[src/rtl/hv_pkg.sv]
package hv_pkg;

  localparam int HV_DW = 8;
  localparam int HV_WW = 16;

  typedef struct packed {
    logic [HV_WW-1:0] pc;
    logic [HV_WW-1:0] sp;
    logic [HV_WW-1:0] mmap;
    logic [HV_DW-1:0] a;
    logic [HV_DW-1:0] x;
    logic [HV_DW-1:0] y;
    logic [HV_DW-1:0] z;
    logic [HV_DW-1:0] p;
  } hv_cpu_t;

  // window offsets of the saved-state bytes
  localparam int OFS_A   = 0;
  localparam int OFS_X   = 1;
  localparam int OFS_Y   = 2;
  localparam int OFS_Z   = 3;
  localparam int OFS_SPL = 4;
  localparam int OFS_SPH = 5;
  localparam int OFS_P   = 6;
  localparam int OFS_PCL = 8;
  localparam int OFS_PCH = 9;
  localparam int OFS_MPL = 10;
  localparam int OFS_MPH = 11;

endpackage

[src/rtl/hv_win_decode.sv]
module hv_win_decode #(
  parameter int ADDR_W = 16,
  parameter int SLOT_BITS = 6,
  parameter logic [ADDR_W-1:0] WIN_BASE = 16'hD640
) (
  input  logic [ADDR_W-1:0]    addr,
  output logic                 hit,
  output logic [SLOT_BITS-1:0] slot
);
  assign hit  = (addr[ADDR_W-1:SLOT_BITS] == WIN_BASE[ADDR_W-1:SLOT_BITS]);
  assign slot = addr[SLOT_BITS-1:0];
endmodule

[src/rtl/hv_save_bank.sv]
module hv_save_bank
  import hv_pkg::*;
#(
  parameter int OFS_W = 6
) (
  input  logic             clk,
  input  logic             rst_n,
  input  logic             snap_en,
  input  hv_cpu_t          snap_in,
  input  logic             wr_en,
  input  logic [OFS_W-1:0] wr_ofs,
  input  logic [HV_DW-1:0] wr_data,
  input  logic [OFS_W-1:0] rd_ofs,
  output logic [HV_DW-1:0] rd_data,
  output hv_cpu_t          state
);
  hv_cpu_t st_q;

  always_ff @(posedge clk) begin
    if (!rst_n) begin
      st_q <= '0;
    end else if (snap_en) begin
      st_q <= snap_in;
    end else if (wr_en) begin
      case (wr_ofs)
        OFS_W'(OFS_A):   st_q.a <= wr_data;
        OFS_W'(OFS_X):   st_q.x <= wr_data;
        OFS_W'(OFS_Y):   st_q.y <= wr_data;
        OFS_W'(OFS_Z):   st_q.z <= wr_data;
        OFS_W'(OFS_SPL): st_q.sp[7:0] <= wr_data;
        OFS_W'(OFS_SPH): st_q.sp[15:8] <= wr_data;
        OFS_W'(OFS_P):   st_q.p <= wr_data;
        OFS_W'(OFS_PCL): st_q.pc[7:0] <= wr_data;
        OFS_W'(OFS_PCH): st_q.pc[15:8] <= wr_data;
        OFS_W'(OFS_MPL): st_q.mmap[7:0] <= wr_data;
        OFS_W'(OFS_MPH): st_q.mmap[15:8] <= wr_data;
        default: ;
      endcase
    end
  end

  always_comb begin
    case (rd_ofs)
      OFS_W'(OFS_A):   rd_data = st_q.a;
      OFS_W'(OFS_X):   rd_data = st_q.x;
      OFS_W'(OFS_Y):   rd_data = st_q.y;
      OFS_W'(OFS_Z):   rd_data = st_q.z;
      OFS_W'(OFS_SPL): rd_data = st_q.sp[7:0];
      OFS_W'(OFS_SPH): rd_data = st_q.sp[15:8];
      OFS_W'(OFS_P):   rd_data = st_q.p;
      OFS_W'(OFS_PCL): rd_data = st_q.pc[7:0];
      OFS_W'(OFS_PCH): rd_data = st_q.pc[15:8];
      OFS_W'(OFS_MPL): rd_data = st_q.mmap[7:0];
      OFS_W'(OFS_MPH): rd_data = st_q.mmap[15:8];
      default:         rd_data = '0;
    endcase
  end

  assign state = st_q;
endmodule

[src/rtl/hv_sticky_flag.sv]
module hv_sticky_flag (
  input  logic clk,
  input  logic por_n,
  input  logic set_req,
  output logic flag
);
  always_ff @(posedge clk) begin
    if (!por_n)       flag <= 1'b0;
    else if (set_req) flag <= 1'b1;
  end
endmodule

[src/rtl/hv_trap_gen.sv]
module hv_trap_gen
  import hv_pkg::*;
#(
  parameter int ADDR_W = 16,
  parameter int SLOT_BITS = 6,
  parameter logic [ADDR_W-1:0] WIN_BASE = 16'hD640,
  parameter logic [ADDR_W-1:0] VEC_BASE = 16'h8000,
  parameter int VEC_SHIFT = 2
) (
  input  logic              clk,
  input  logic              por_n,
  input  logic              rst_n,
  input  logic [ADDR_W-1:0] bus_addr,
  input  logic              bus_strobe,
  input  logic              bus_we,
  input  logic [7:0]        bus_wdata,
  output logic [7:0]        bus_rdata,
  input  logic [15:0]       cpu_pc,
  input  logic [15:0]       cpu_sp,
  input  logic [15:0]       cpu_map,
  input  logic [7:0]        cpu_a,
  input  logic [7:0]        cpu_x,
  input  logic [7:0]        cpu_y,
  input  logic [7:0]        cpu_z,
  input  logic [7:0]        cpu_p,
  output logic              priv_mode,
  output logic              upgraded,
  output logic              vec_valid,
  input  logic              vec_ready,
  output logic [ADDR_W-1:0] vec_pc,
  output logic              vec_is_reset,
  output logic              ret_valid,
  input  logic              ret_ready,
  output logic [15:0]       ret_pc,
  output logic [15:0]       ret_sp,
  output logic [15:0]       ret_map,
  output logic [7:0]        ret_a,
  output logic [7:0]        ret_x,
  output logic [7:0]        ret_y,
  output logic [7:0]        ret_z,
  output logic [7:0]        ret_p
);
  localparam int SLOTS = 1 << SLOT_BITS;
  localparam logic [ADDR_W-1:0] RESET_PC = ADDR_W'(VEC_BASE + (SLOTS << VEC_SHIFT));
  localparam logic [SLOT_BITS-1:0] EXIT_SLOT = SLOT_BITS'(SLOTS - 1);
  localparam logic [SLOT_BITS-1:0] UPG_SLOT  = SLOT_BITS'(SLOTS - 2);

  logic                 cpu_rst_n;
  logic                 win_hit;
  logic [SLOT_BITS-1:0] win_slot;
  logic                 waiting, take, trap_go, priv_wr, exit_go, upg_set;
  logic [HV_DW-1:0]     bank_rd;
  hv_cpu_t              live, saved;
  logic                 priv_q, vec_v_q, vec_rst_q, ret_v_q;
  logic [ADDR_W-1:0]    vec_pc_q;

  assign cpu_rst_n = rst_n & por_n;

  hv_win_decode #(
    .ADDR_W(ADDR_W), .SLOT_BITS(SLOT_BITS), .WIN_BASE(WIN_BASE)
  ) u_dec (
    .addr(bus_addr), .hit(win_hit), .slot(win_slot)
  );

  assign waiting = vec_v_q | ret_v_q;
  assign take    = bus_strobe & ~waiting;
  assign trap_go = take & ~priv_q & win_hit;
  assign priv_wr = take & priv_q & win_hit & bus_we;
  assign exit_go = priv_wr & (win_slot == EXIT_SLOT);
  assign upg_set = priv_wr & (win_slot == UPG_SLOT) & bus_wdata[0];

  assign live = '{pc: cpu_pc, sp: cpu_sp, mmap: cpu_map,
                  a: cpu_a, x: cpu_x, y: cpu_y, z: cpu_z, p: cpu_p};

  hv_save_bank #(.OFS_W(SLOT_BITS)) u_bank (
    .clk(clk), .rst_n(cpu_rst_n),
    .snap_en(trap_go), .snap_in(live),
    .wr_en(priv_wr), .wr_ofs(win_slot), .wr_data(bus_wdata),
    .rd_ofs(win_slot), .rd_data(bank_rd),
    .state(saved)
  );

  hv_sticky_flag u_upg (
    .clk(clk), .por_n(por_n), .set_req(upg_set), .flag(upgraded)
  );

  always_ff @(posedge clk) begin
    if (!cpu_rst_n) begin
      priv_q    <= 1'b1;
      vec_v_q   <= 1'b1;
      vec_pc_q  <= RESET_PC;
      vec_rst_q <= 1'b1;
      ret_v_q   <= 1'b0;
    end else begin
      if (vec_v_q && vec_ready) vec_v_q <= 1'b0;
      if (ret_v_q && ret_ready) ret_v_q <= 1'b0;
      if (trap_go) begin
        vec_v_q   <= 1'b1;
        vec_pc_q  <= VEC_BASE + (ADDR_W'(win_slot) << VEC_SHIFT);
        vec_rst_q <= 1'b0;
        priv_q    <= 1'b1;
      end
      if (exit_go) begin
        priv_q  <= 1'b0;
        ret_v_q <= 1'b1;
      end
    end
  end

  always_comb begin
    bus_rdata = '0;
    if (priv_q && win_hit) begin
      if (win_slot == UPG_SLOT) bus_rdata = {7'b0, upgraded};
      else                      bus_rdata = bank_rd;
    end
  end

  assign priv_mode    = priv_q;
  assign vec_valid    = vec_v_q;
  assign vec_pc       = vec_pc_q;
  assign vec_is_reset = vec_rst_q;
  assign ret_valid    = ret_v_q;
  assign ret_pc  = saved.pc;
  assign ret_sp  = saved.sp;
  assign ret_map = saved.mmap;
  assign ret_a   = saved.a;
  assign ret_x   = saved.x;
  assign ret_y   = saved.y;
  assign ret_z   = saved.z;
  assign ret_p   = saved.p;
endmodule

[config.mk]
export PLATFORM = sky130hd
export DESIGN_NAME = hv_trap_gen
export DESIGN_NICKNAME = d
export VERILOG_FILES = /design/src/rtl/hv_pkg.sv /design/src/rtl/hv_win_decode.sv /design/src/rtl/hv_save_bank.sv /design/src/rtl/hv_sticky_flag.sv /design/src/rtl/hv_trap_gen.sv
export SDC_FILE = /design/constraint.sdc
export NUM_CORES = 1
export LEC_CHECK = 0
export ABC_AREA = 1
export BUFFER_PORTS_ARGS = -buffer_cell sky130_fd_sc_hd__buf_2
export CAP_MARGIN = 20
export CORE_ASPECT_RATIO = 1.4
export CORE_UTILIZATION = 40
export DETAILED_ROUTE_END_ITERATION = 12
export HOLD_SLACK_MARGIN = 0.06
export PLACE_DENSITY = 0.73
export SYNTH_ARGS = -nofsm -noshare
export SYNTH_HDL_FRONTEND = slang
export SYNTH_SLANG_ARGS = --single-unit
[constraint.sdc]
create_clock -name clk -period 1.9 [get_ports clk]
set_clock_uncertainty 0.2 [all_clocks]
set_input_delay 0.19 -clock clk [delete_from_list [all_inputs] [get_ports clk]]
set_output_delay 0.19 -clock clk [all_outputs]
set_load 0.1 [all_outputs]
# Yosys cells after proc, flatten, opt, wreduce, memory -nomap -nowiden
# Index checks and enable logic that the tools add are counted.
[word_totals]
ff_bits = 109
input_bits = 119
output_inout_bits = 117
word_cells = 95
[classes]
n_addsub = 1
eq_ne = 13
muxes = 20
bitwise_logic = 14
n_reduce_logical = 30
[op_table]
columns = ["op", "count"]
rows = [
  ["$mux W88", 2],
  ["$mux W8", 13],
  ["$pmux W8 S11", 1],
  ["$reduce_bool A2 Y1", 14],
  ["$eq A6 B4 Y1 const B", 4],
  ["$reduce_and A2 Y1", 11],
  ["$eq A6 B3 Y1 const B", 3],
  ["$add A16 B8 Y16 const A", 1],
  ["$eq A6 B2 Y1 const B", 2],
  ["$eq A6 B6 Y1 const B", 2],
  ["$and A1 B1 Y1", 10],
  ["$eq A10 B10 Y1 const B", 1],
  ["$eq A6 B1 Y1 const B", 1],
  ["$logic_not A6 Y1", 1],
  ["$mux W1", 4],
  ["$logic_and A1 B1 Y1", 3],
  ["$not A1 Y1", 3],
  ["$reduce_or A2 Y1", 1],
  ["$or A1 B1 Y1", 1],
]

# Logic depth before layout (Yosys ltp)
[logic_depth]
word_depth = 8
ltp_mapped = 12
mapped_depth_nobuf = 11

# Modules after synthesis
# Synthesis repeated with hierarchy kept, for this count alone.
[unflattened]
cells_unflattened = 958
hier_area_um2 = 6005.8
[by_module_without_submodules]
columns = ["mod", "n_inst", "cells_each", "area_each_um2", "seq_area_each_um2"]
rows = [
  ["hv_save_bank", 1, 832, 5197.5, 1761.7],
  ["hv_trap_gen", 1, 106, 688.2, 200.2],
  ["hv_win_decode", 1, 16, 88.8, 0.0],
  ["hv_sticky_flag", 1, 4, 31.3, 20.0],
]

# Worst setup path before layout
# No wires, ideal clock.
[synth_path]
path_kind = "register to output"
startpoint = "reg priv_q (netlist: priv_mode)"
endpoint = "out bus_rdata[0]"
t_arrival_ns = 3.012
t_required_ns = 1.510
setup_slack_ns = -1.502
stages_incl_launch_ff = 5
n_path_buf = 2
cell_sequence = "dfxtp_1 -> buf_2 -> clkbuf_1 -> nand2_1 -> nor2_1"
[synth_via]
elab_chain_len = 2
[synth_lines]
columns = ["element", "line", "text"]
rows = [
  ["start, declared", "hv_trap_gen.sv:54", "logic priv_q, vec_v_q, vec_rst_q, ret_v_q;"],
  ["start signal, assigned", "hv_trap_gen.sv:89", "priv_q <= 1'b1;"],
  ["start signal, assigned", "hv_trap_gen.sv:101", "priv_q <= 1'b1;"],
  ["start signal, assigned", "hv_trap_gen.sv:104", "priv_q <= 1'b0;"],
  ["$logic_and A1 B1 Y1", "hv_trap_gen.sv:112", "if (priv_q && win_hit) begin"],
  ["$mux W8", "hv_trap_gen.sv:112", ""],
  ["end, declared", "hv_trap_gen.sv:17", "output logic [7:0] bus_rdata,"],
]
# No other way between the ends.

# Worst setup path in the final report
[layout_path]
startpoint = "in bus_addr[5]"
endpoint = "out bus_rdata[1]"
[layout_via]
elab_chain_len = 4
word_cells_on_any_way = 15
classes_between = "eq/ne: 11; mux: 3; reduce/logical: 1"
[layout_lines]
columns = ["element", "line", "text"]
rows = [
  ["start, declared", "hv_trap_gen.sv:13", "input logic [ADDR_W-1:0] bus_addr,"],
  ["$eq A6 B4 Y1 (tied with other cells)", "hv_save_bank.sv:43", "case (rd_ofs)"],
  ["$pmux W8 S11", "hv_save_bank.sv:43", ""],
  ["$mux W8 *", "hv_trap_gen.sv:113", "if (win_slot == UPG_SLOT) bus_rdata = {7'b0, upgraded};"],
  ["$mux W8 *", "hv_trap_gen.sv:112", ""],
]
# Every way passes the cells marked *; elsewhere a longest branch is shown, timed or not.

==> run metrics <==
status=complete, but fails checks; failing checks=negative setup slack; H-tree depth=3; clk_lat worst skew=roughly 0.35 ns; Post-Synthesis Cells=962; Synth cell types=31; drt via density=slightly above 6; relative slew slack=0.565; initial core utilization=0.415; Port Buf Inserts=around 230; Area growth, synth to finish=80.0%; Die H=roughly 150 um; Nets=1472; initial antenna violation count=0; Hold Fails Final Rpt=0; setup_tns=-8.34 ns; post-synthesis async set-or-reset flop share=0; Worst Hold Class=primary input to flip-flop; Worst Path Arrival=1.88 ns; RSZ-0062 raised after global routing=yes; top-count cell post-synth=nand2_1; Max-Cap Viols=0; final setup violation count=95; io pins=roughly 240; Final min period=approximately 2.3 ns; post-route clock period utilization=1.20; Crit Path Max Fanout=6; total power=approximately 4.7 mW; register area=~2100 sq um; global route overflow=0; total number of vias=between 9000 and 10000; Synth area leaders=dfxtp_1 (33%), nand2_1 (14%), nand3_1 (8.6%); CTS buffer count=9; DIE AREA=about 16000 sq um; drt drc=0; DRT antenna net count=0; clock-pin slew on the worst setup and hold paths=0.06 ns; RD Place Congestion=about 0.96; synthesis-stage register bit count=between 90 and 100; first-pass GRT wire length=around 43000 um; Yosys top cell area share=0.326; First-pass DRT Iterations=6; Total GRT Usage=0.353; Data required, critical path=around 1.5 ns; CP endpoint kind=output port; register area share after synthesis=0.326; CP Class=primary input to output port; CTS Sinks=99; final wirelength=34000 um; DP Wirelength=just under 20000 um; Multi-input gate area=~4300 sq um; Post-synth EDFFs=0; routed len/inst=approximately 22 um; Worst setup SP type=primary input; Max Slew Vio Count=0; CTS tree=done; Post-synth top flop=dfxtp_1; cell taking the most area after synthesis=dfxtp_1; Yosys Warn Count=0; Post-DP Area=slightly above 8000 sq um; Die Wd=106 um; number of fill cells in the layout=about 960; diode count=0; clock buffer depth=2; Power Density=around 430 nW/um^2; Synth top cells by count=nand2_1 (233), nand3_1 (104), dfxtp_1 (99); largest net degree at the start of global routing=60; layout cell share with drive strength beyond 1=0.514; Rows=52; core area=approximately 15000 sq um; maximum vdd ir drop=between 0.3 and 0.4 mV; drt initial violations=1300; Max Clk Rate=approximately 440 MHz; CTS root buf=clkbuf_16; Syn Area/Cell=roughly 6.3 sq um; actual slew at the worst max-slew pin=around 0.65 ns; fin worst setup slack=-0.371 ns; FF-to-FF setup slack=-0.22 ns; Final Cell Area=between 10000 and 15000 sq um; synthesized area=6070 sq um; vias in the first global route=about 8100; leakage=slightly above 5 nW
==> placed cells by master (no fill, tap or decap), types with 3 or more instances in the layout <==
cell type | netlist | final
buf_12 | 0 | 27
nand2_4 | 1 | 9
o21ai_1 | 28 | 36
nand3_1 | 104 | 50
a21oi_2 | 0 | 56
buf_2 | 24 | 212
dfxtp_4 | 0 | 3
buf_8 | 0 | 5
nand2_1 | 233 | 185
clkinvlp_4 | 0 | 8
inv_1 | 77 | 66
nor2_2 | 8 | 9
nor2_4 | 7 | 16
nand3b_1 | 9 | 9
buf_4 | 17 | 78
inv_2 | 5 | 5
o21ai_0 | 53 | 34
conb_1 | 2 | 9
nor2_1 | 89 | 79
dfxtp_2 | 0 | 89
nand3_2 | 3 | 49
clkbuf_16 | 0 | 18
inv_4 | 0 | 4
nand2_2 | 4 | 43
nand3_4 | 0 | 9
dfxtp_1 | 99 | 7
o21ai_2 | 0 | 10
nand4_1 | 61 | 61
dlygate4sd3_1 | 0 | 80
a21oi_1 | 94 | 38
buf_6 | 3 | 30
==> final cells by class <==
class,count,share of cell area
multi-input cells,720,0.397
well taps,189,0.0216
clock inverters,4,0.00240
repair buffers,441,0.332
flip-flops and latches,99,0.192
clock buffers,11,0.0231
inverters,82,0.0315
==> metal layers <==
layer	routed length [um]	track usage	vias up
met5	0	0	-
met4	3750	0.238	0
met3	3660	0.0564	319
met2	15500	0.592	865
met1	11000	0.409	4214
li1	-	-	3987
==> state kept, by name (all words and copies together), names as in the netlist <==
| name | flops |
|---|---|
| priv_mode | 1 |
| u_bank.state | 88 |
| u_upg.flag | 1 |
| vec_pc | 7 |
| vec_valid | 1 |
| ret_valid | 1 |
==> metrics by stage <==
stage | util | hold slack (ns) | setup slack (ns) | std cells
after floorplan | - | 0.0951 | -0.0385 | 969
after global placement | 0.559 | 0.192 | -0.178 | 1398
after detailed placement | 0.559 | 0.185 | -0.211 | 1398
after CTS | 0.663 | 0.0603 | -0.0824 | 1518
after global routing | 0.747 | 0.0730 | -0.397 | 1546
final | 0.747 | 0.0336 | -0.371 | 1546
==> final timing paths <==
path / start / end / cells past startpoint
worst max register to register: vec_valid / u_bank.state[79] / 11
worst max-delay path: bus_addr[5] / bus_rdata[1] / 12
worst min-delay path: cpu_pc[2] / u_bank.state[74] / 5
worst min register to register: u_bank.state[40] / u_bank.state[40] / 2
==> report_power, final <==
group / internal [mW] / switching (mW)
Combinational: 0.354 / 0.454
Clock: 0.951 / 0.841
Sequential: 2.07 / 0.00168
Total: 3.37 / 1.30
==> critical path, cell delays in order <==
cell        delay (ns)
buf_8             0.11
nor2_4            0.20
nand2_4           0.15
nor2_4            0.21
buf_4             0.15
nand2_1           0.18
nand2_1           0.15
nor2_1            0.06
nand3_1           0.14
nand2_2           0.08
clkinvlp_4        0.08
buf_12            0.16
==> cell families after synthesis <==
kind of cell	after synthesis	synth area share
AO/OA/AOI/OAI	179	0.149
flip-flops	99	0.326
other	2	0.00124
AND/OR/NAND/NOR	530	0.411
buffers and inverters	152	0.113
==> repair_timing <==
item,CTS,global route
pin swaps,28,133
hold buffers,80,0
setup buffers,25,13
endpoints found under the setup margin,56,103
hold endpoints to repair,79,0
resized for setup,73,215
cloned,0,15
Note: power is estimated with default switching activity, not from simulation.
